<file path="config.mk">
export PLATFORM = sky130hd
export DESIGN_NAME = serial_irq_logic
export DESIGN_NICKNAME = d
export VERILOG_FILES = /design/src/rtl/serial_irq_pkg.sv /design/src/rtl/irq_flag_cell.sv /design/src/rtl/irq_prio.sv /design/src/rtl/serial_irq_logic.sv
export SDC_FILE = /design/constraint.sdc
export NUM_CORES = 1
export LEC_CHECK = 0
export BUFFER_PORTS_ARGS = -buffer_cell sky130_fd_sc_hd__buf_2
export CAP_MARGIN = 20
export CORE_AREA = 3 3 44 46
export DETAILED_ROUTE_END_ITERATION = 6
export DIE_AREA = 0 0 47 49
export GPL_ROUTABILITY_DRIVEN = 0
export PLACE_DENSITY = 0.78
export SKIP_CTS_REPAIR_TIMING = 1
export SLEW_MARGIN = 0
export SYNTH_ARGS = -nofsm -noshare
export SYNTH_HDL_FRONTEND = slang
export SYNTH_HIERARCHICAL = 1
export SYNTH_SLANG_ARGS = --single-unit
</file>
<file path="constraint.sdc">
create_clock -name clk -period 2.8 [get_ports clk]
set_clock_uncertainty 0.2 [all_clocks]
set_input_delay 0.28 -clock clk [delete_from_list [all_inputs] [get_ports clk]]
set_output_delay 0.28 -clock clk [all_outputs]
set_load 0.005 [all_outputs]
</file>
<file path="src/rtl/serial_irq_pkg.sv">
package serial_irq_pkg;
   localparam int NUM_SRC = 4;
   localparam int SRC_W   = 2;

   // request codes, lower code served first
   typedef enum logic [SRC_W-1:0] {
      SRC_ERR  = 2'd0,
      SRC_RXF  = 2'd1,
      SRC_TXE  = 2'd2,
      SRC_TEND = 2'd3
   } src_e;
endpackage

</file>
<file path="src/rtl/irq_flag_cell.sv">
module irq_flag_cell #(
   parameter bit RST_VAL = 1'b0
) (
   input  logic clk,
   input  logic rst_n,
   input  logic set_i,
   input  logic hw_clr_i,
   input  logic rd_i,
   input  logic wr_i,
   input  logic wbit_i,
   output logic q_o
);
   logic armed_q;
   logic sw_clr;

   assign sw_clr = wr_i & ~wbit_i & armed_q;

   always_ff @(posedge clk or negedge rst_n) begin
      if (!rst_n) begin
         q_o     <= RST_VAL;
         armed_q <= 1'b0;
      end else begin
         if (set_i)
            q_o <= 1'b1;
         else if (sw_clr || hw_clr_i)
            q_o <= 1'b0;
         armed_q <= wr_i ? 1'b0 : (q_o & (armed_q | rd_i));
      end
   end


   set_wins_chk: assert property (@(posedge clk) disable iff (!rst_n)
      set_i |=> q_o);


   unread_clear_chk: assert property (@(posedge clk) disable iff (!rst_n)
      (wr_i && !wbit_i && !armed_q && !set_i && !hw_clr_i) |=> $stable(q_o));
endmodule

</file>
<file path="src/rtl/irq_prio.sv">
module irq_prio #(
   parameter int N = 4,
   localparam int PW = (N > 1) ? $clog2(N) : 1
) (
   input  logic          clk,
   input  logic          rst_n,
   input  logic [N-1:0]  req_i,
   output logic [PW-1:0] pick_o,
   output logic          any_o
);
   if (N < 2) begin : g_bad_n
      $error("irq_prio needs at least two sources");
   end

   always_comb begin
      pick_o = '0;
      for (int i = N - 1; i >= 0; i--) begin
         if (req_i[i]) pick_o = PW'(i);
      end
   end
   assign any_o = |req_i;


   pick_valid_chk: assert property (@(posedge clk) disable iff (!rst_n)
      any_o |-> req_i[pick_o]);


   pick_lowest_chk: assert property (@(posedge clk) disable iff (!rst_n)
      (req_i[0] |-> pick_o == '0));
endmodule

</file>
<file path="src/rtl/serial_irq_logic.sv">
module serial_irq_logic
   import serial_irq_pkg::*;
#(
   parameter int ERR_W   = 3,
   parameter bit XFER_EN = 1'b1,
   localparam int FLAG_W = ERR_W + 3,
   localparam int B_RXF  = ERR_W,
   localparam int B_TEND = ERR_W + 1,
   localparam int B_TXE  = ERR_W + 2
) (
   input  logic              clk,
   input  logic              rst_n,
   input  logic [ERR_W-1:0]  err_stb,
   input  logic              rx_done_stb,
   input  logic              tx_load_stb,
   input  logic              tx_idle_stb,
   input  logic              xfer_done_rx,
   input  logic              xfer_done_tx,
   input  logic              ctl_wr,
   input  logic [NUM_SRC-1:0] ctl_wdata,
   input  logic              sw_rd,
   input  logic              sw_wr,
   input  logic [FLAG_W-1:0] sw_wdata,
   output logic [FLAG_W-1:0] stat_o,
   output logic              irq_rxerr,
   output logic              irq_rxfull,
   output logic              irq_txempty,
   output logic              irq_txend,
   output logic              xfer_req_rx,
   output logic              xfer_req_tx,
   output logic [SRC_W-1:0]  irq_pick,
   output logic              irq_any
);
   if (ERR_W < 1 || ERR_W > 8) begin : g_bad_err_w
      $error("ERR_W must be 1..8");
   end

   localparam logic [FLAG_W-1:0] RST_VEC = {2'b11, {(ERR_W + 1){1'b0}}};

   logic [NUM_SRC-1:0] en_q;
   logic [FLAG_W-1:0]  set_vec;
   logic [FLAG_W-1:0]  hclr_vec;
   logic [NUM_SRC-1:0] req_vec;
   logic               hclr_rx, hclr_tx;

   always_ff @(posedge clk or negedge rst_n) begin
      if (!rst_n)      en_q <= '0;
      else if (ctl_wr) en_q <= ctl_wdata;
   end

   // transfer controller path, present or removed
   if (XFER_EN) begin : g_xfer
      assign hclr_rx     = xfer_done_rx;
      assign hclr_tx     = xfer_done_tx;
      assign xfer_req_rx = irq_rxfull;
      assign xfer_req_tx = irq_txempty;
   end else begin : g_no_xfer
      logic unused_done;
      assign unused_done = xfer_done_rx ^ xfer_done_tx;
      assign hclr_rx     = 1'b0;
      assign hclr_tx     = 1'b0;
      assign xfer_req_rx = 1'b0;
      assign xfer_req_tx = 1'b0;
   end

   assign set_vec  = {tx_load_stb, tx_idle_stb, rx_done_stb, err_stb};
   assign hclr_vec = {hclr_tx, 1'b0, hclr_rx, {ERR_W{1'b0}}};

   for (genvar i = 0; i < FLAG_W; i++) begin : g_flag
      irq_flag_cell #(.RST_VAL(RST_VEC[i])) u_cell (
         .clk      (clk),
         .rst_n    (rst_n),
         .set_i    (set_vec[i]),
         .hw_clr_i (hclr_vec[i]),
         .rd_i     (sw_rd),
         .wr_i     (sw_wr),
         .wbit_i   (sw_wdata[i]),
         .q_o      (stat_o[i])
      );
   end

   assign irq_rxerr   = en_q[SRC_ERR]  & (|stat_o[ERR_W-1:0]);
   assign irq_rxfull  = en_q[SRC_RXF]  & stat_o[B_RXF];
   assign irq_txempty = en_q[SRC_TXE]  & stat_o[B_TXE];
   assign irq_txend   = en_q[SRC_TEND] & stat_o[B_TEND];

   assign req_vec = {irq_txend, irq_txempty, irq_rxfull, irq_rxerr};

   irq_prio #(.N(NUM_SRC)) u_prio (
      .clk    (clk),
      .rst_n  (rst_n),
      .req_i  (req_vec),
      .pick_o (irq_pick),
      .any_o  (irq_any)
   );


   tx_trig_flag_chk: assert property (@(posedge clk) disable iff (!rst_n)
      xfer_req_tx |-> stat_o[B_TXE]);


   rx_trig_flag_chk: assert property (@(posedge clk) disable iff (!rst_n)
      xfer_req_rx |-> stat_o[B_RXF]);


   tx_done_clr_chk: assert property (@(posedge clk) disable iff (!rst_n)
      (XFER_EN && xfer_done_tx && !tx_load_stb) |=> !stat_o[B_TXE]);


   txe_over_tend_chk: assert property (@(posedge clk) disable iff (!rst_n)
      (irq_txempty && irq_txend && !irq_rxerr && !irq_rxfull) |-> irq_pick == SRC_TXE);
endmodule

</file>
==> results of run 1 <==
==> cell families after synthesis <==
family | after synthesis
buf+inv | 9
other cells | 1
compound gates | 8
mux | 4
flops | 16
simple gates | 26
==> state kept, by name, summed over array words and instances (netlist names) <==
signal,count
en_q,4
g_flag.u_cell/q_o,6
g_flag.u_cell/armed_q,6
==> per-stage QoR <==
stage	total power, mW	utilization	instance area (sq um)	hold WS [ps]
4_1_cts	0.479	0.613	945	-307
2_1_floorplan	0.307	-	728	-216
3_3_place_gp	0.350	0.596	918	4.17
6_report	0.478	0.652	1000	-9.55
5_1_grt	0.507	0.652	1000	5.34
3_5_place_dp	0.353	0.596	918	8.25
==> worst max-delay path, cell delays in order, from the launching register on <==
cell     delay, ps
dfrtp_1        420
o31a_1         360
nor3_1         190
buf_2          140
==> path summary, 6_finish.rpt <==
path	from	to	depth (start not counted)
setup / recovery	g_flag[1].u_cell/q_o	irq_pick[1]	3
hold / removal	err_stb[0]	g_flag[0].u_cell/q_o	2
setup reg to reg	g_flag[5].u_cell/q_o	g_flag[5].u_cell/armed_q	1
hold reg to reg	en_q[3]	en_q[3]	1
max in group asynchronous	rst_n	g_flag[5].u_cell/q_o	2
min in group asynchronous	rst_n	g_flag[1].u_cell/q_o	2
==> Yosys cell counts <==
| master | number |
|---|---|
| o31a_1 | 1 |
| conb_1 | 1 |
| nand2b_1 | 1 |
| nor3b_1 | 6 |
| nand2_1 | 1 |
| a31o_1 | 6 |
| buf_4 | 2 |
| nand3b_1 | 6 |
| and2_1 | 3 |
| nor3_1 | 1 |
| dfstp_2 | 2 |
| dfrtp_1 | 14 |
| mux2_1 | 4 |
| inv_1 | 7 |
| nor2_1 | 8 |
| a21oi_2 | 1 |
==> where the power goes <==
part | internal [mW] | switching, mW | leakage [nW] | total [mW]
registers | 0.250 | 0.0113 | 0.190 | 0.262
clock network | 0.0553 | 0.0697 | 0.0150 | 0.125
logic | 0.0513 | 0.0403 | 0.274 | 0.0916
==> metal layers <==
metal  up-vias  routed length [um]  part of all wire
met4         0                  14            0.0092
met2        22                 805              0.53
met1       286                 595              0.39
met3         2                 104             0.068
met5         -                   0                 0
li1        306                   -                 -
==> area by class of cell <==
| type | count | area (sq um) |
|---|---|---|
| clock buffers | 4 | 26.3 |
| fillers | 132 | 537 |
| inverters | 7 | 26.3 |
| multi-input cells | 42 | 284 |
| flip-flops and latches | 16 | 403 |
| well taps | 16 | 20.0 |
| repair buffers | 43 | 245 |
==> results.toml, run 1 <==
[outcome]
status = "finished with violations"
violations = "negative hold slack"

[global_route]
grt_busiest_layer = "met2"
met1_usage = 0.160
grt_pass1_vias = 594
grt_pass1_wl_um = 2470
grt_max_degree = 17
antenna_found_initial = 0
met3_usage = 0.0332
met2_usage = 0.253
grt_use_total = 0.145
grt_overflow = 0

[logic_synthesis]
ys_types = 16
yosysTopAreaCellShare = 0.489
yosys.area_share.adder = 0
synth_top_area_cell = "dfrtp_1"
synth_area_per_cell_sq_um = 11.2
synthTopCellsByArea = "dfrtp_1 (49%), dfstp_2 (7.3%), a31o_1 (7.3%)"
synth_xor_area_frac = 0
yosys_warnings = 6
synth_compound_area_frac = 0.0977
synth_top_family_by_area = "simple AND/OR/NAND/NOR gates"
ys_ff_latch = 16
synth.area.mux_share = 0.0628
synthSimpleGateAreaFrac = 0.215
seq_area_frac_synth = 0.562
netlist_area_sq_um = 717
synth_cells = 64

[placement]
dp_hpwl_um = 1180
post-place-cells = 118
port_buffers = 37
dp_slack_ps = 1250

[sta]
fin_ws_ps = 927
rsz0062_at_grt = "no"
final-max-slew-violation-count = 0
finalSetupTns_ps = 0
hold_viol_final = 1
hold_slack_ps = -9.55
period_share = 0.669
finalSetupViolations = 0
period_minus_slack_ps = 1870
max_freq_mhz = 534

[clock_tree]
cts.sinks = 16
cts_tree = "done"
clkTransAtPathRegs_ps = 90
htree_levels = 1
clk_path_buf_depth = 2
clockRootBuffer = "clkbuf_4"
cts_inserted_buffers = 3
insertion_delay_ps = 280

[cells_and_area]
layout.cells.non_filler = 128
final_cell_mix = "buf_2 (37), dfrtp_1 (14), nor2_1 (8)"
diodes = 0
drive_above_1_share = 0.384
final_common_cell = "buf_2"
nets = 136
syn2layout_area_growth_pct = 40.1

[floorplan]
io_pins = 38
design.die.area_sq_um = 2300
num_rows = 14
core_sq_um = 1540
die_y_um = 49
die_w_um = 47
start_util = 0.465

[setup_path]
rrSetupSlack_ps = 1770
arrival_ps = 1390
worstSetupStartpointType = "flop"
crit_path_max_fanout = 4
end_kind = "output pin"
required_ps = 2320
crit_type = "flop to output pin"

[route]
routed_via_density = 4.81
antenna_left = 0
routedWlPerCell_um = 11.9
drtIter0Drc = 3
num_vias = 616
routed_wl_um = 1520
drc_errors = 0
first_pass_iters = 3

[worst_hold_path]
holdCritPathClass = "input port to flop"

[run]
drv_cap = 0

[power]
p_leak_nw = 0.479
power.density_nw_per_um2 = 476
ir_drop_uv = 351
Note: power is estimated with default switching activity, not from simulation.
==> inputs of run 2 (changes only) <==
--- a/config.mk
+++ b/config.mk
@@ -7,11 +7,11 @@
 export LEC_CHECK = 0
 export BUFFER_PORTS_ARGS = -buffer_cell sky130_fd_sc_hd__buf_2
 export CAP_MARGIN = 20
-export CORE_AREA = 3 3 44 46
+export CORE_AREA = 3 3 48 50
 export DETAILED_ROUTE_END_ITERATION = 6
-export DIE_AREA = 0 0 47 49
+export DIE_AREA = 0 0 51 53
 export GPL_ROUTABILITY_DRIVEN = 0
-export PLACE_DENSITY = 0.78
+export PLACE_DENSITY = 0.69
 export SKIP_CTS_REPAIR_TIMING = 1
 export SLEW_MARGIN = 0
 export SYNTH_ARGS = -nofsm -noshare
==> constraint.sdc (replaced) <==
create_clock -name clk -period 1.6 [get_ports clk]
set_clock_uncertainty 0.2 [all_clocks]
set_input_delay 0.16 -clock clk [delete_from_list [all_inputs] [get_ports clk]]
set_output_delay 0.16 -clock clk [all_outputs]
set_load 0.005 [all_outputs]
==> run 2 against run 1 <==
The flow finishes with violations (negative setup slack). Cell count up 17%. Sequential share of layout area fell by 4.6 points. Design area is 13% higher. Combinational power grew 110%.
==> results.toml, run 2 (synthesized netlist as in run 1, its figures left out) <==
[power]
seqPwrFrac = 0.528
intPower_uw = 649
p_leak_nw = 0.530
ir_drop_uv = 478
clockPowerShare = 0.248
pwr-share-comb = 0.224
switching_share = 0.250
power.density_nw_per_um2 = 764
p_switching_uw = 217

[sta]
max_freq_mhz = 594
rsz0062_at_grt = "yes"
final-max-slew-violation-count = 0
period_share = 1.05
period_minus_slack_ps = 1680
finalSetupTns_ps = -197
finalSetupViolations = 3
hold_viol_final = 0
fin_ws_ps = -82.4

[setup_path]
critical_path.slowest_cell = "dfrtp_1"
crit_path_max_fanout = 4
cp_cell_sequence = "o31a_1 > nor2_1 > nand2_1 > buf_2"
worst-r2r-cell-count = 3
cp_num_buf_inv = 1
crit_cells = 4
end_kind = "output pin"
required_ps = 1240
crit_type = "flop to output pin"
critPathMaxStageDelay_ps = 400
worstSetupStartpointType = "flop"
arrival_ps = 1320
cp_top_family = "flip-flops"

[outcome]
violations = "negative setup slack"
status = "finished with violations"

[route]
routed_wl_um = 1780
drc_errors = 0
num_vias = 673
drtIter0Drc = 2
routed_via_density = 4.49
routedWlPerCell_um = 11.8
first_pass_iters = 3
antenna_left = 0

[placement]
port_buffers = 37
dp_slack_ps = 180
dp_hpwl_um = 1220
post-place-cells = 129

[worst_hold_path]
holdCritPathClass = "input port to flop"
holdPathStages = 3

[clock_tree]
clockRootBuffer = "clkbuf_4"
cts.sinks = 16
cts_inserted_buffers = 3
htree_levels = 1
clk_path_buf_depth = 2
cts_tree = "done"
insertion_delay_ps = 280
clkTransAtPathRegs_ps = 90

[floorplan]
design.die.area_sq_um = 2700
start_util = 0.369
num_rows = 16
io_pins = 38
core_sq_um = 1940
die_y_um = 53
die_w_um = 51

[cells_and_area]
diodes = 0
fin_util = 0.584
syn2layout_area_growth_pct = 58.1
nets = 147
fill_cells = 175
top_regs = "g_flag.u_cell/armed_q (6), g_flag.u_cell/q_o (6), en_q (4)"
final_cell_mix = "buf_2 (37), dlygate4sd3_1 (15), dfrtp_1 (14)"
final_common_cell = "buf_2"
layout.cells.non_filler = 150
drive_above_1_share = 0.390

[global_route]
grt_max_degree = 17
grt_overflow = 0
grt_pass1_wl_um = 2500
antenna_found_initial = 0
grt_pass1_vias = 574
grt_use_total = 0.126

[run]
drv_cap = 0
-- run 2: layout make-up --
cell class	instances	area [sq um]	share of cell area
Inverter	7	26.3	0.0232
Multi-Input combinational cell	42	294	0.259
Tap cell	27	33.8	0.0298
Timing Repair Buffer	54	350	0.309
Clock buffer	4	26.3	0.0232
Sequential cell	16	403	0.355
-- run 2: path summary, 6_finish.rpt --
path                                          start                   end  slack (ps)
max in group asynchronous                     rst_n  g_flag[5].u_cell/q_o         780
setup / recovery               g_flag[2].u_cell/q_o               irq_any         -80
hold / removal                          sw_wdata[1]  g_flag[1].u_cell/q_o           9
hold reg to reg                             en_q[1]               en_q[1]         290
setup reg to reg           g_flag[3].u_cell/armed_q  g_flag[3].u_cell/q_o          60
min in group asynchronous                     rst_n  g_flag[1].u_cell/q_o         110
-- run 2: stage by stage --
step / instance area [sq um] / total power [mW] / hold slack, ps
2_1_floorplan: 728 / 0.538 / -336
3_3_place_gp: 932 / 0.615 / -108
3_5_place_dp: 932 / 0.618 / -105
4_1_cts: 958 / 0.836 / -421
5_1_grt: 1130 / 0.922 / 20.6
6_report: 1130 / 0.866 / 9.44
-- run 2: power groups by stage --
stage | clock [mW] | sequential (mW) | combinational [mW]
after floorplan | 0 | 0.462 | 0.0758
after global placement | 0 | 0.464 | 0.151
after detailed placement | 0 | 0.465 | 0.153
after CTS | 0.225 | 0.457 | 0.153
after global routing | 0.243 | 0.462 | 0.217
final | 0.214 | 0.458 | 0.194
-- run 2: worst reg2reg max path, delay by kind of cell, from the launching register on --
family                 cells  cell delay [ps]
and+or+nand+nor            1               90
DFF                        1              360
AOI/OAI and AO/OA          1              230
buffers and inverters      1              550
-- run 2: layer usage --
metal  track usage  share of wire
met1         0.152           0.41
met2         0.212           0.52
met3        0.0225          0.059
met4        0.0673         0.0045
met5             0              0
==> inputs of run 3 (changes only) <==
--- a/config.mk
+++ b/config.mk
@@ -5,13 +5,14 @@
 export SDC_FILE = /design/constraint.sdc
 export NUM_CORES = 1
 export LEC_CHECK = 0
+export ABC_AREA = 1
 export BUFFER_PORTS_ARGS = -buffer_cell sky130_fd_sc_hd__buf_2
 export CAP_MARGIN = 20
-export CORE_AREA = 3 3 48 50
+export CORE_AREA = 3 3 50 52
 export DETAILED_ROUTE_END_ITERATION = 6
-export DIE_AREA = 0 0 51 53
+export DIE_AREA = 0 0 53 55
 export GPL_ROUTABILITY_DRIVEN = 0
-export PLACE_DENSITY = 0.69
+export PLACE_DENSITY = 0.7
 export SKIP_CTS_REPAIR_TIMING = 1
 export SLEW_MARGIN = 0
 export SYNTH_ARGS = -nofsm -noshare
==> run 3 against run 2 <==
The run ends with negative hold slack, negative setup slack left. Die area is 7.8% higher. First-iteration DRC count rose to 4.0 times the previous value. Clock power is 8% lower. Register-to-register slack gained 40 ps. Fmax rose by 4.2%. Largest cell class unchanged.
==> results.toml, run 3 <==
[cells_and_area]
nets = 187
diodes = 0
layout.cells.non_filler = 190
final_cell_mix = "buf_2 (37), inv_1 (27), nand2_1 (21)"
drive_above_1_share = 0.395
syn2layout_area_growth_pct = 51.2
final_common_cell = "buf_2"
top_regs = "g_flag.u_cell/armed_q (6), g_flag.u_cell/q_o (6), en_q (4)"

[floorplan]
die_y_um = 55
design.die.area_sq_um = 2920
start_util = 0.380
die_w_um = 53
num_rows = 17
io_pins = 38
core_sq_um = 2150

[route]
routed_via_density = 4.26
num_vias = 810
antenna_left = 0
drtIter0Drc = 8
first_pass_iters = 4
routed_wl_um = 1920
drc_errors = 0
routedWlPerCell_um = 10.1

[sta]
final-max-slew-violation-count = 0
hold_viol_final = 5
period_share = 1.01
rsz0062_at_grt = "yes"
finalSetupViolations = 1
max_freq_mhz = 619
fin_ws_ps = -14.8
period_minus_slack_ps = 1610
hold_slack_ps = -24.4

[placement]
dp_hpwl_um = 1350
port_buffers = 37
post-place-cells = 169

[clock_tree]
clkTransAtPathRegs_ps = 80
clk_path_buf_depth = 2
cts.sinks = 16
cts_tree = "done"
clockRootBuffer = "clkbuf_4"
insertion_delay_ps = 270
cts_inserted_buffers = 3
htree_levels = 1

[logic_synthesis]
synth_edf_count = 0
synth.most_common_cell = "inv_1"
synth.area.mux_share = 0
ys_types = 15
yosysTopAreaCellShare = 0.429
yosys.area_share.adder = 0
synthSimpleGateAreaFrac = 0.293
synth_area_per_cell_sq_um = 7.92
postSynth.asyncResetShare = 1.00
netlist_area_sq_um = 816
synth_cells = 103
synth_compound_area_frac = 0.0521
yosys-top-cells-count = "inv_1 (28), nand2_1 (21), dfrtp_1 (14)"
yosys_most_used_dff = "dfrtp_1"
yosys_warnings = 6
synth_top_family_by_area = "simple AND/OR/NAND/NOR gates"
synth_top_area_cell = "dfrtp_1"
synth_xor_area_frac = 0
seq_area_frac_synth = 0.494
ys_ff_latch = 16
synthTopCellsByArea = "dfrtp_1 (43%), inv_1 (13%), nand2_1 (9.7%)"

[worst_hold_path]
holdCritPathClass = "input port to flop"
hp-start = "sw_wdata[5]"

[setup_path]
crit_path_max_fanout = 3
end_kind = "output pin"
crit_type = "flop to output pin"
arrival_ps = 1250
startpoint = "g_flag[4].u_cell/q_o"
required_ps = 1240
crit-reg2reg-launch = "g_flag[3].u_cell/q_o"
worstSetupStartpointType = "flop"

[outcome]
violations = "negative hold slack, negative setup slack"
status = "finished with violations"

[global_route]
grt_pass1_vias = 679
grt_use_total = 0.120
grt_overflow = 0
grt_max_degree = 17
antenna_found_initial = 0
grt_pass1_wl_um = 2630

[power]
power.density_nw_per_um2 = 706
p_leak_nw = 0.710
ir_drop_uv = 378

[run]
drv_cap = 0
run 3: cell types whose count changed after synthesis, moves of 6 or more:
cell | before | now
a31o_1 | 6 | 0
inv_1 | 7 | 28
nand2_1 | 1 | 21
nand3_1 | 0 | 6
nand3b_1 | 6 | 0
nor2_2 | 0 | 6
nor3_2 | 0 | 6
nor3b_1 | 6 | 0
run 3: cell families after synthesis:
kind of cell,count (synthesis)
AOI/OAI and AO/OA,7
buffers and inverters,32
DFF,16
other,1
and+or+nand+nor,47
run 3: final timing paths:
check | endpoint | slack, ps | cells past startpoint
max | irq_pick[0] | -10 | 5
min | g_flag[5].u_cell/q_o | -20 | 5
max reg2reg | g_flag[3].u_cell/q_o | 100 | 5
max in group asynchronous | g_flag[5].u_cell/q_o | 780 | 2
min in group asynchronous | g_flag[3].u_cell/q_o | 120 | 2
min reg2reg | g_flag[5].u_cell/q_o | 320 | 3
run 3: metrics by stage:
| stage | area [sq um] | setup TNS [ps] | power [mW] | setup WS [ps] | utilization |
|---|---|---|---|---|---|
| after floorplan | 827 | 0 | 0.556 | 386 | - |
| after global placement | 1030 | 0 | 0.633 | 255 | 0.480 |
| after detailed placement | 1030 | 0 | 0.641 | 222 | 0.480 |
| after CTS | 1050 | -191 | 0.842 | -98.6 | 0.491 |
| after global routing | 1230 | -142 | 0.929 | -75.8 | 0.574 |
| final | 1230 | -14.8 | 0.871 | -14.8 | 0.574 |
run 3: where the power goes:
group	switching (mW)	total, mW	internal, mW	leakage, nW
sequential	0.0171	0.454	0.437	0.192
clock	0.108	0.196	0.0871	0.0138
combinational	0.110	0.221	0.111	0.505
total	0.236	0.871	0.635	0.710
run 3: critical path, cell delays in order (launching register included):
cell     delay (ps)
dfstp_2         530
nand2_1          40
inv_1            70
nand2_1          80
a21oi_2         130
buf_2           120
run 3: area by class of cell:
type	instances	area (sq um)
fill	196	915
sequential	16	403
timing repair buffer	55	358
multi-input combinational	58	303
inverter	30	113
tap	28	35.0
clock buffer	3	22.5
run 3: metal layers:
metal	up-vias	part of all wire	GRT usage
met2	20	0.56	0.225
met5	-	0	0
met4	0	0.0042	0.0638
met3	2	0.047	0.0107
met1	374	0.38	0.136
li1	414	-	-
